`src/rtl/ltb_pkg.sv`:
```
package ltb_pkg;

  localparam logic [1:0] HDR_DATA = 2'b01;
  localparam logic [1:0] HDR_CTRL = 2'b10;

  // Restore the two-bit sync header from the one-bit control flag.
  function automatic logic [1:0] hdr_from_flag(input logic is_ctrl);
    return is_ctrl ? HDR_CTRL : HDR_DATA;
  endfunction

endpackage

```
`src/rtl/ltb_ready_gen.sv`:
```
module ltb_ready_gen (
  input  logic clk,
  input  logic rst,
  output logic rdy
);

  always_ff @(posedge clk) begin
    if (rst) rdy <= 1'b0;
    else     rdy <= 1'b1;
  end

endmodule

```
`src/rtl/ltb_fifo.sv`:
```
module ltb_fifo #(
  parameter int DEPTH = 16,
  parameter int W     = 65
) (
  input  logic                     clk,
  input  logic                     rst,
  input  logic                     push,
  input  logic                     pop,
  input  logic [W-1:0]             wdata,
  output logic [W-1:0]             rdata,
  output logic [$clog2(DEPTH):0]   occ,
  output logic                     full,
  output logic                     empty
);

  localparam int AW = $clog2(DEPTH);
  localparam logic [AW:0] FULL_CNT = (AW+1)'(DEPTH);

  logic [AW:0]  wptr, rptr;
  logic [W-1:0] mem [DEPTH];
  logic         do_push, do_pop;

  assign do_push = push && !full;
  assign do_pop  = pop && !empty;

  always_ff @(posedge clk) begin
    if (rst) begin
      wptr <= '0;
      rptr <= '0;
    end else begin
      if (do_push) wptr <= wptr + 1'b1;
      if (do_pop)  rptr <= rptr + 1'b1;
    end
  end

  always_ff @(posedge clk) begin
    if (do_push) mem[wptr[AW-1:0]] <= wdata;
  end

  assign occ   = wptr - rptr;
  assign full  = (occ == FULL_CNT);
  assign empty = (occ == '0);
  assign rdata = mem[rptr[AW-1:0]];

endmodule

```
`src/rtl/ltb_out_stage.sv`:
```
module ltb_out_stage #(
  parameter int PAY_W = 64
) (
  input  logic             clk,
  input  logic             rst,
  input  logic             src_avail,
  input  logic [PAY_W:0]   src_word,
  output logic             take,
  output logic             out_valid,
  input  logic             out_ready,
  output logic [PAY_W-1:0] out_payload,
  output logic [1:0]       out_hdr
);

  assign take = src_avail && (!out_valid || out_ready);

  always_ff @(posedge clk) begin
    if (rst)            out_valid <= 1'b0;
    else if (take)      out_valid <= 1'b1;
    else if (out_ready) out_valid <= 1'b0;
  end

  always_ff @(posedge clk) begin
    if (take) begin
      out_payload <= src_word[PAY_W-1:0];
      out_hdr     <= ltb_pkg::hdr_from_flag(src_word[PAY_W]);
    end
  end

endmodule

```
`src/rtl/ltb_lane_tx_buf.sv`:
```
module ltb_lane_tx_buf #(
  parameter int PAY_W    = 64,
  parameter int DEPTH    = 16,
  parameter int AF_LEVEL = DEPTH - 4
) (
  input  logic             clk,
  input  logic             rst,
  input  logic [PAY_W+1:0] in_word,
  output logic             rdy,
  output logic             lane_bp_n,
  output logic             ovf_err,
  output logic             out_valid,
  input  logic             out_ready,
  output logic [PAY_W-1:0] out_payload,
  output logic [1:0]       out_hdr
);

  localparam int AW      = $clog2(DEPTH);
  localparam int VLD_BIT = PAY_W + 1;
  localparam logic [AW:0] AF_CNT = (AW+1)'(AF_LEVEL);

  logic           in_valid;
  logic           wr_fire;
  logic           ovf_hit;
  logic           fifo_full, fifo_empty;
  logic           rd_take;
  logic [AW:0]    occ;
  logic [PAY_W:0] fifo_q;

  assign in_valid = in_word[VLD_BIT];
  assign wr_fire  = rdy && in_valid;
  assign ovf_hit  = wr_fire && fifo_full;

  ltb_ready_gen u_rdy (
    .clk (clk),
    .rst (rst),
    .rdy (rdy)
  );

  ltb_fifo #(.DEPTH(DEPTH), .W(PAY_W+1)) u_fifo (
    .clk   (clk),
    .rst   (rst),
    .push  (wr_fire),
    .pop   (rd_take),
    .wdata (in_word[PAY_W:0]),
    .rdata (fifo_q),
    .occ   (occ),
    .full  (fifo_full),
    .empty (fifo_empty)
  );

  ltb_out_stage #(.PAY_W(PAY_W)) u_out (
    .clk         (clk),
    .rst         (rst),
    .src_avail   (!fifo_empty),
    .src_word    (fifo_q),
    .take        (rd_take),
    .out_valid   (out_valid),
    .out_ready   (out_ready),
    .out_payload (out_payload),
    .out_hdr     (out_hdr)
  );

  assign lane_bp_n = !(occ >= AF_CNT);

  always_ff @(posedge clk) begin
    if (rst)          ovf_err <= 1'b0;
    else if (ovf_hit) ovf_err <= 1'b1;
  end

endmodule

```
`config.mk`:
```
export PLATFORM = sky130hd
export DESIGN_NAME = ltb_lane_tx_buf
export DESIGN_NICKNAME = d
export VERILOG_FILES = /design/src/rtl/ltb_pkg.sv /design/src/rtl/ltb_ready_gen.sv /design/src/rtl/ltb_fifo.sv /design/src/rtl/ltb_out_stage.sv /design/src/rtl/ltb_lane_tx_buf.sv
export SDC_FILE = /design/constraint.sdc
export NUM_CORES = 1
export LEC_CHECK = 0
export ABC_AREA = 0
export CAP_MARGIN = 20
export CORE_MARGIN = 10
export CORE_UTILIZATION = 30
export CTS_CLUSTER_SIZE = 20
export DETAILED_ROUTE_END_ITERATION = 10
export DONT_BUFFER_PORTS = 1
export PLACE_DENSITY = 0.42
export SYNTH_ARGS = -nofsm -noshare
export SYNTH_HDL_FRONTEND = slang
export SYNTH_SLANG_ARGS = --single-unit
```
`constraint.sdc`:
```
create_clock -name clk -period 8.4 [get_ports clk]
set_input_delay 0.84 -clock clk [delete_from_list [all_inputs] [get_ports clk]]
set_output_delay 0.84 -clock clk [all_outputs]
set_load 0.02 [all_outputs]
```
==> results.sh, run 1 <==
export IMPL_fin_tns_setup_ns=0
export IMPL_setup_viol_count_final=0
export IMPL_wl_um=101000
export IMPL_place_congestion=0.701
export IMPL_ys_async_sr_fraction=0
export IMPL_tightest_slew_ns=1.08
export IMPL_grt_max_degree=135
export IMPL_core_um2=139000
export IMPL_drt_pass1_iter_count=5
export IMPL_top_usage_layer="met2"
export IMPL_arrival_ns=4.18
export IMPL_fill_cells=12900
export IMPL_antenna_found_initial=6
export IMPL_grt_ovfl_total=0
export IMPL_grt_total_usage=0.129
export IMPL_finalHoldViolCount=0
export IMPL_use_met2=0.210
export IMPL_run_status="completed"
export IMPL_drv_cap=0
export IMPL_area_growth_pct=15.3
export IMPL_slew_violations=0
export IMPL_start_util=0.301
export IMPL_drt_iter0_drc=1302
export IMPL_period_share=0.455
export IMPL_nNetsFinal=1787
export IMPL_numCtsBuffers=121
export IMPL_critPathCaptureType="flip-flop"
export IMPL_place_hpwl_um=53900
export IMPL_regToRegSetupSlack_ns=4.58
export IMPL_ys_seq_area_frac=0.800
export IMPL_p_per_area_nw_per_um2=290
export IMPL_crit_start="u_fifo.wptr[0]"
export IMPL_io_buffers=0
export IMPL_setup_slack_ns=4.58
export IMPL_cts_path_max_buffers=3
export IMPL_clk_pin_slew_ns=0.06
export IMPL_met1_usage=0.173
export IMPL_postCtsHoldBufs=0
export IMPL_drive_gt1_frac=0.304
export IMPL_routedWlPerCell_um=27.5
export IMPL_drtAntennaViolNets=0
export IMPL_cts_setup_buffers=0
export IMPL_clockRootBuffer="clkbuf_16"
export IMPL_min_path_type="in2reg"
export IMPL_vdd_drop_max_mv=0.208
export IMPL_dr_total_vias=17600
export IMPL_whs_path_depth=1
export IMPL_start_kind="flip-flop"
export IMPL_holdWs_ns=0.174
export IMPL_n_antenna_cell=0
export IMPL_die_h_um=394
export IMPL_clk_latency_ns=0.74
export IMPL_ys_ff_latch=1123
export IMPL_rr_endpoint="u_out.out_payload[38]"
export IMPL_synth_distinct_cells=39
export IMPL_cts_tree="built"
export IMPL_r2r_cells=9
export IMPL_viasPerCell=4.78
export IMPL_ctsHtreeMaxLevel=3
export IMPL_skew_ns=0.0496
export IMPL_syn_cell_area_um2=41900
export IMPL_cts_sinks=1123
export IMPL_syn_num_nets=1708
export IMPL_p_leak_nw=14.4
export IMPL_ctsResizeCount=0
export IMPL_cp_required_ns=8.75
export IMPL_ios=139
export IMPL_maxSlewHeadroom=0.279
export IMPL_synth_avg_cell_area_um2=25.7
export IMPL_r2r_start="u_fifo.wptr[0]"
export IMPL_synthCells=1630
export IMPL_fp_dieW_um=394
export IMPL_timing_final_crit_period_ns=3.82
export IMPL_use_met3=0.0343
export IMPL_grt_pass1_vias=19300
export IMPL_synth_edf_count=1106
export IMPL_die_area_um2=155000
export IMPL_synth_ff_type="edfxtp_1"
export IMPL_critPathKind="reg2reg"
export IMPL_endpoint="u_out.out_payload[38]"
export IMPL_pre_cts_ws_ns=4.01
export IMPL_clock_fmax_ghz=0.262
export IMPL_path_max_fanout=43
export IMPL_rsz0062_at_grt="false"
export IMPL_drc=0
export IMPL_grt_pass1_wl_um=146000
export IMPL_yosys_warnings=0
export IMPL_fp_row_count=137
-- cell families (layout without fill, tap and decap cells) --
logic type               count (synthesis)  count (layout)  synth area share
flip-flops                            1123            1123             0.800
multiplexers                           328             328             0.175
AO/OA/AOI/OAI                           26              26           0.00430
buffers and inverters                   85             267           0.00842
AND/OR/NAND/NOR                         50              50           0.00687
XOR/XNOR                                 9               9           0.00188
adder cells (fa/ha/maj)                  9               9           0.00269
-- cell usage in the layout, fill, tap and decap left out, types with 9 or more instances in the layout --
| master | Yosys | final |
|---|---|---|
| clkbuf_16 | 0 | 122 |
| buf_4 | 2 | 26 |
| bufinv_16 | 0 | 11 |
| nor2_1 | 15 | 14 |
| ha_1 | 9 | 9 |
| dfxtp_1 | 17 | 13 |
| clkinv_1 | 0 | 35 |
| a21oi_1 | 10 | 10 |
| mux4_2 | 325 | 325 |
| clkbuf_1 | 45 | 23 |
| edfxtp_1 | 1106 | 1106 |
| clkinv_2 | 0 | 22 |
| and3_4 | 0 | 13 |
-- layer usage --
| metal | part of all wire | routed length, um | vias to the layer above |
|---|---|---|---|
| li1 | - | - | 7291 |
| met2 | 0.48 | 49100 | 415 |
| met4 | 0.020 | 2050 | 0 |
| met5 | 0 | 0 | - |
| met1 | 0.44 | 44300 | 9773 |
| met3 | 0.058 | 5930 | 140 |
-- report_power, final --
part           internal (mW)  switching (mW)  total [mW]
clock                   3.00            2.21        5.22
sequential              6.49           0.462        6.95
combinational          0.944           0.910        1.85
total                   10.4            3.59        14.0
-- synthesized netlist by cell type, types with 2 or more instances --
library cell,n,area share
xnor2_1,8,0.0017
nand2_1,2,0.00018
nor2b_1,5,0.00075
and3_1,14,0.0021
ha_1,9,0.0027
buf_4,2,0.00036
clkbuf_1,45,0.0040
buf_2,21,0.0025
o21a_1,2,0.00036
or4_1,2,0.00036
nand3_1,3,0.00036
inv_1,8,0.00072
nand2b_1,2,0.00030
o31ai_1,3,0.00054
nor2_1,15,0.0013
mux4_2,325,0.17
dfxtp_1,17,0.0081
o21ai_1,3,0.00036
buf_1,9,0.00081
edfxtp_1,1106,0.79
a21oi_1,10,0.0012
mux2_1,2,0.00054
-- worst min-delay path by stage --
stage                     end  slack (ns)            from
2_1_floorplan  u_fifo.rptr[4]        0.47  u_fifo.rptr[4]
3_3_place_gp   u_fifo.rptr[4]        0.47  u_fifo.rptr[4]
3_5_place_dp   u_fifo.rptr[4]        0.48  u_fifo.rptr[4]
4_1_cts        u_fifo.wptr[3]        0.09             rst
5_1_grt        u_fifo.wptr[3]        0.11             rst
6_report       u_fifo.wptr[3]        0.17             rst
-- final cells by class --
| class | instances | area (um2) | area share |
|---|---|---|---|
| Multi-Input combinational cell | 422 | 8100 | 0.168 |
| Clock inverter | 81 | 783 | 0.0162 |
| Sequential cell | 1123 | 33600 | 0.694 |
| Timing Repair Buffer | 33 | 365 | 0.00756 |
| Tap cell | 1876 | 2350 | 0.0486 |
| Inverter | 8 | 30.0 | 0.000621 |
| Clock buffer | 145 | 3140 | 0.0649 |
-- worst max-delay path: stages, from the launching register on --
cell and delay, ns:
dfxtp_1 0.42, inv_1 0.11, ha_1 0.25, nand2b_1 0.19, a21oi_1 0.29, xnor2_1 0.21, a2111oi_2 0.08, buf_4 0.19
nor2_4 0.77, buf_4 0.76
-- registers in the layout (all words and copies together) (netlist names), named ones only --
| signal | cells |
|---|---|
| ovf_err | 1 |
| u_fifo.rptr | 5 |
| u_out.out_hdr | 2 |
| u_rdy.rdy | 1 |
| u_fifo.wptr | 5 |
| u_fifo.mem | 1040 |
| u_out.out_payload | 64 |
| u_out.out_valid | 1 |
-- through the flow --
step	cells	util	power, mW	instance area, um2
floorplan	1630	-	8.34	41900
global placement	3457	0.318	9.02	44300
detailed placement	3458	0.318	9.03	44300
CTS	3684	0.347	14.3	48200
global route	3688	0.347	14.6	48300
finish	3688	0.347	14.0	48300
Power figures use the tool's default switching activity.
==> run 2: changes to the inputs <==
==> constraint.sdc (replaced) <==
create_clock -name clk -period 3.82 [get_ports clk]
set_input_delay 0.382 -clock clk [delete_from_list [all_inputs] [get_ports clk]]
set_output_delay 0.382 -clock clk [all_outputs]
set_load 0.02 [all_outputs]
==> run 2 against run 1 <==
Global-route usage increased by 0.35 points. Final cell count grew 2.8%. Worst setup slack got worse by 3.9 ns. Non-clock buffer count grew 103. Routed wire length grew 2.0%. Clock skew decreased by 0.0017 ns.
==> results.sh, run 2 (synthesis results as in run 1) <==
export IMPL_run_status="completed"
export IMPL_vdd_drop_max_mv=0.404
export IMPL_grt_max_degree=77
export IMPL_setup_slack_ns=0.641
export IMPL_p_leak_nw=14.9
export IMPL_maxSlewHeadroom=0.408
export IMPL_final_cells=3790
export IMPL_p_total_mw=31.0
export IMPL_grt_pass1_wl_um=151000
export IMPL_final_common_cell="edfxtp_1"
export IMPL_fill_cells=12700
export IMPL_place_congestion=0.698
export IMPL_drc=0
export IMPL_cts_path_max_buffers=3
export IMPL_numCtsBuffers=119
export IMPL_utilization=0.356
export IMPL_critPathCaptureType="output port"
export IMPL_min_path_type="in2reg"
export IMPL_placed_cells=3497
export IMPL_fp_dieW_um=394
export IMPL_setup_viol_count_final=0
export IMPL_ios=139
export IMPL_core_um2=139000
export IMPL_power_internal_mw=23.0
export IMPL_p_per_area_nw_per_um2=625
export IMPL_clockRootBuffer="clkbuf_16"
export IMPL_cts_setup_buffers=0
export IMPL_skew_ns=0.0480
export IMPL_finalHoldViolCount=0
export IMPL_clock_fmax_ghz=0.315
export IMPL_area_growth_pct=18.4
export IMPL_rsz0062_at_grt="false"
export IMPL_io_buffers=0
export IMPL_grt_total_usage=0.133
export IMPL_drv_cap=0
export IMPL_path_max_fanout=4
export IMPL_met1_usage=0.184
export IMPL_layout_common_cells="edfxtp_1, mux4_2, clkbuf_16"
export IMPL_top_usage_layer="met2"
export IMPL_slew_violations=0
export IMPL_die_area_um2=155000
export IMPL_use_met2=0.215
export IMPL_wl_um=103000
export IMPL_routedWlPerCell_um=27.3
export IMPL_place_hpwl_um=58700
export IMPL_period_share=0.832
export IMPL_start_kind="flip-flop"
export IMPL_fp_row_count=137
export IMPL_nNetsFinal=1888
export IMPL_clkPwrFrac=0.367
export IMPL_holdWs_ns=0.104
export IMPL_cts_sinks=1123
export IMPL_dr_total_vias=18100
export IMPL_placed_area_um2=45100
export IMPL_drt_pass1_iter_count=5
export IMPL_power_switching_mw=7.98
export IMPL_cp_required_ns=3.44
export IMPL_ctsHtreeMaxLevel=3
export IMPL_clk_latency_ns=0.74
export IMPL_fin_area_um2=49600
export IMPL_tightest_slew_ns=0.886
export IMPL_drive_gt1_frac=0.306
export IMPL_switching_share=0.257
export IMPL_arrival_ns=2.80
export IMPL_clk_pin_slew_ns=0.06
export IMPL_antenna_found_initial=15
export IMPL_fin_tns_setup_ns=0
export IMPL_die_h_um=394
export IMPL_largest_register_ffs=1040
export IMPL_cts_tree="built"
export IMPL_grt_pass1_vias=19900
export IMPL_grt_ovfl_total=0
export IMPL_pwr_share_seq=0.489
export IMPL_timing_final_crit_period_ns=3.18
export IMPL_drtAntennaViolNets=0
export IMPL_use_met3=0.0265
export IMPL_drt_iter0_drc=1174
export IMPL_start_util=0.301
export IMPL_viasPerCell=4.77
export IMPL_pre_cts_ws_ns=0.715
export IMPL_combPwrFrac=0.144
export IMPL_critPathKind="reg2out"
-- run 2: critical path, stage by stage (launching register included) --
cell and delay, ns:
dfxtp_1 0.37, inv_1 0.06, ha_1 0.32, nor2b_4 0.14, o211a_1 0.22, or3_4 0.37, a22oi_1 0.59
-- run 2: final cells by class --
cell class                      instances  area [um2]  share of cell area
Clock inverter                         85         817              0.0165
Antenna cell                            4        10.0            0.000202
Sequential cell                      1123       33600               0.677
Clock buffer                          136        3040              0.0613
Tap cell                             1876        2350              0.0473
Timing Repair Buffer                  136        1690              0.0341
Multi-Input combinational cell        422        8110               0.163
Inverter                                8        30.0            0.000605
-- run 2: repair_timing --
action / 4_1_cts / 5_1_grt
endpoints found under the hold margin: 1057 / 0
resized for setup: 0 / 0
hold buffers: 68 / 0
-- run 2: per-layer routing --
| metal | vias to the layer above | wire, um |
|---|---|---|
| met3 | 142 | 4790 |
| met2 | 381 | 50300 |
| li1 | 7493 | - |
| met5 | - | 82 |
| met1 | 10000 | 46600 |
| met4 | 12 | 1670 |
-- run 2: power groups by stage --
stage / clock (mW) / sequential, mW / combinational (mW)
3_5_place_dp: 0 / 15.5 / 4.40
5_1_grt: 12.2 / 15.2 / 4.84
4_1_cts: 11.7 / 15.2 / 4.63
2_1_floorplan: 0 / 15.1 / 3.20
3_3_place_gp: 0 / 15.5 / 4.40
6_report: 11.4 / 15.2 / 4.47
-- run 2: worst paths after layout --
| kind | start | end | slack [ns] | cells past startpoint |
|---|---|---|---|---|
| worst min register to register | u_fifo.rptr[4] | u_fifo.rptr[4] | 0.49 | 2 |
| worst max register to register | u_fifo.wptr[0] | u_out.out_payload[27] | 0.70 | 8 |
| worst max-delay path | u_fifo.rptr[1] | lane_bp_n | 0.64 | 6 |
| worst min-delay path | out_ready | flip-flop | 0.10 | 3 |
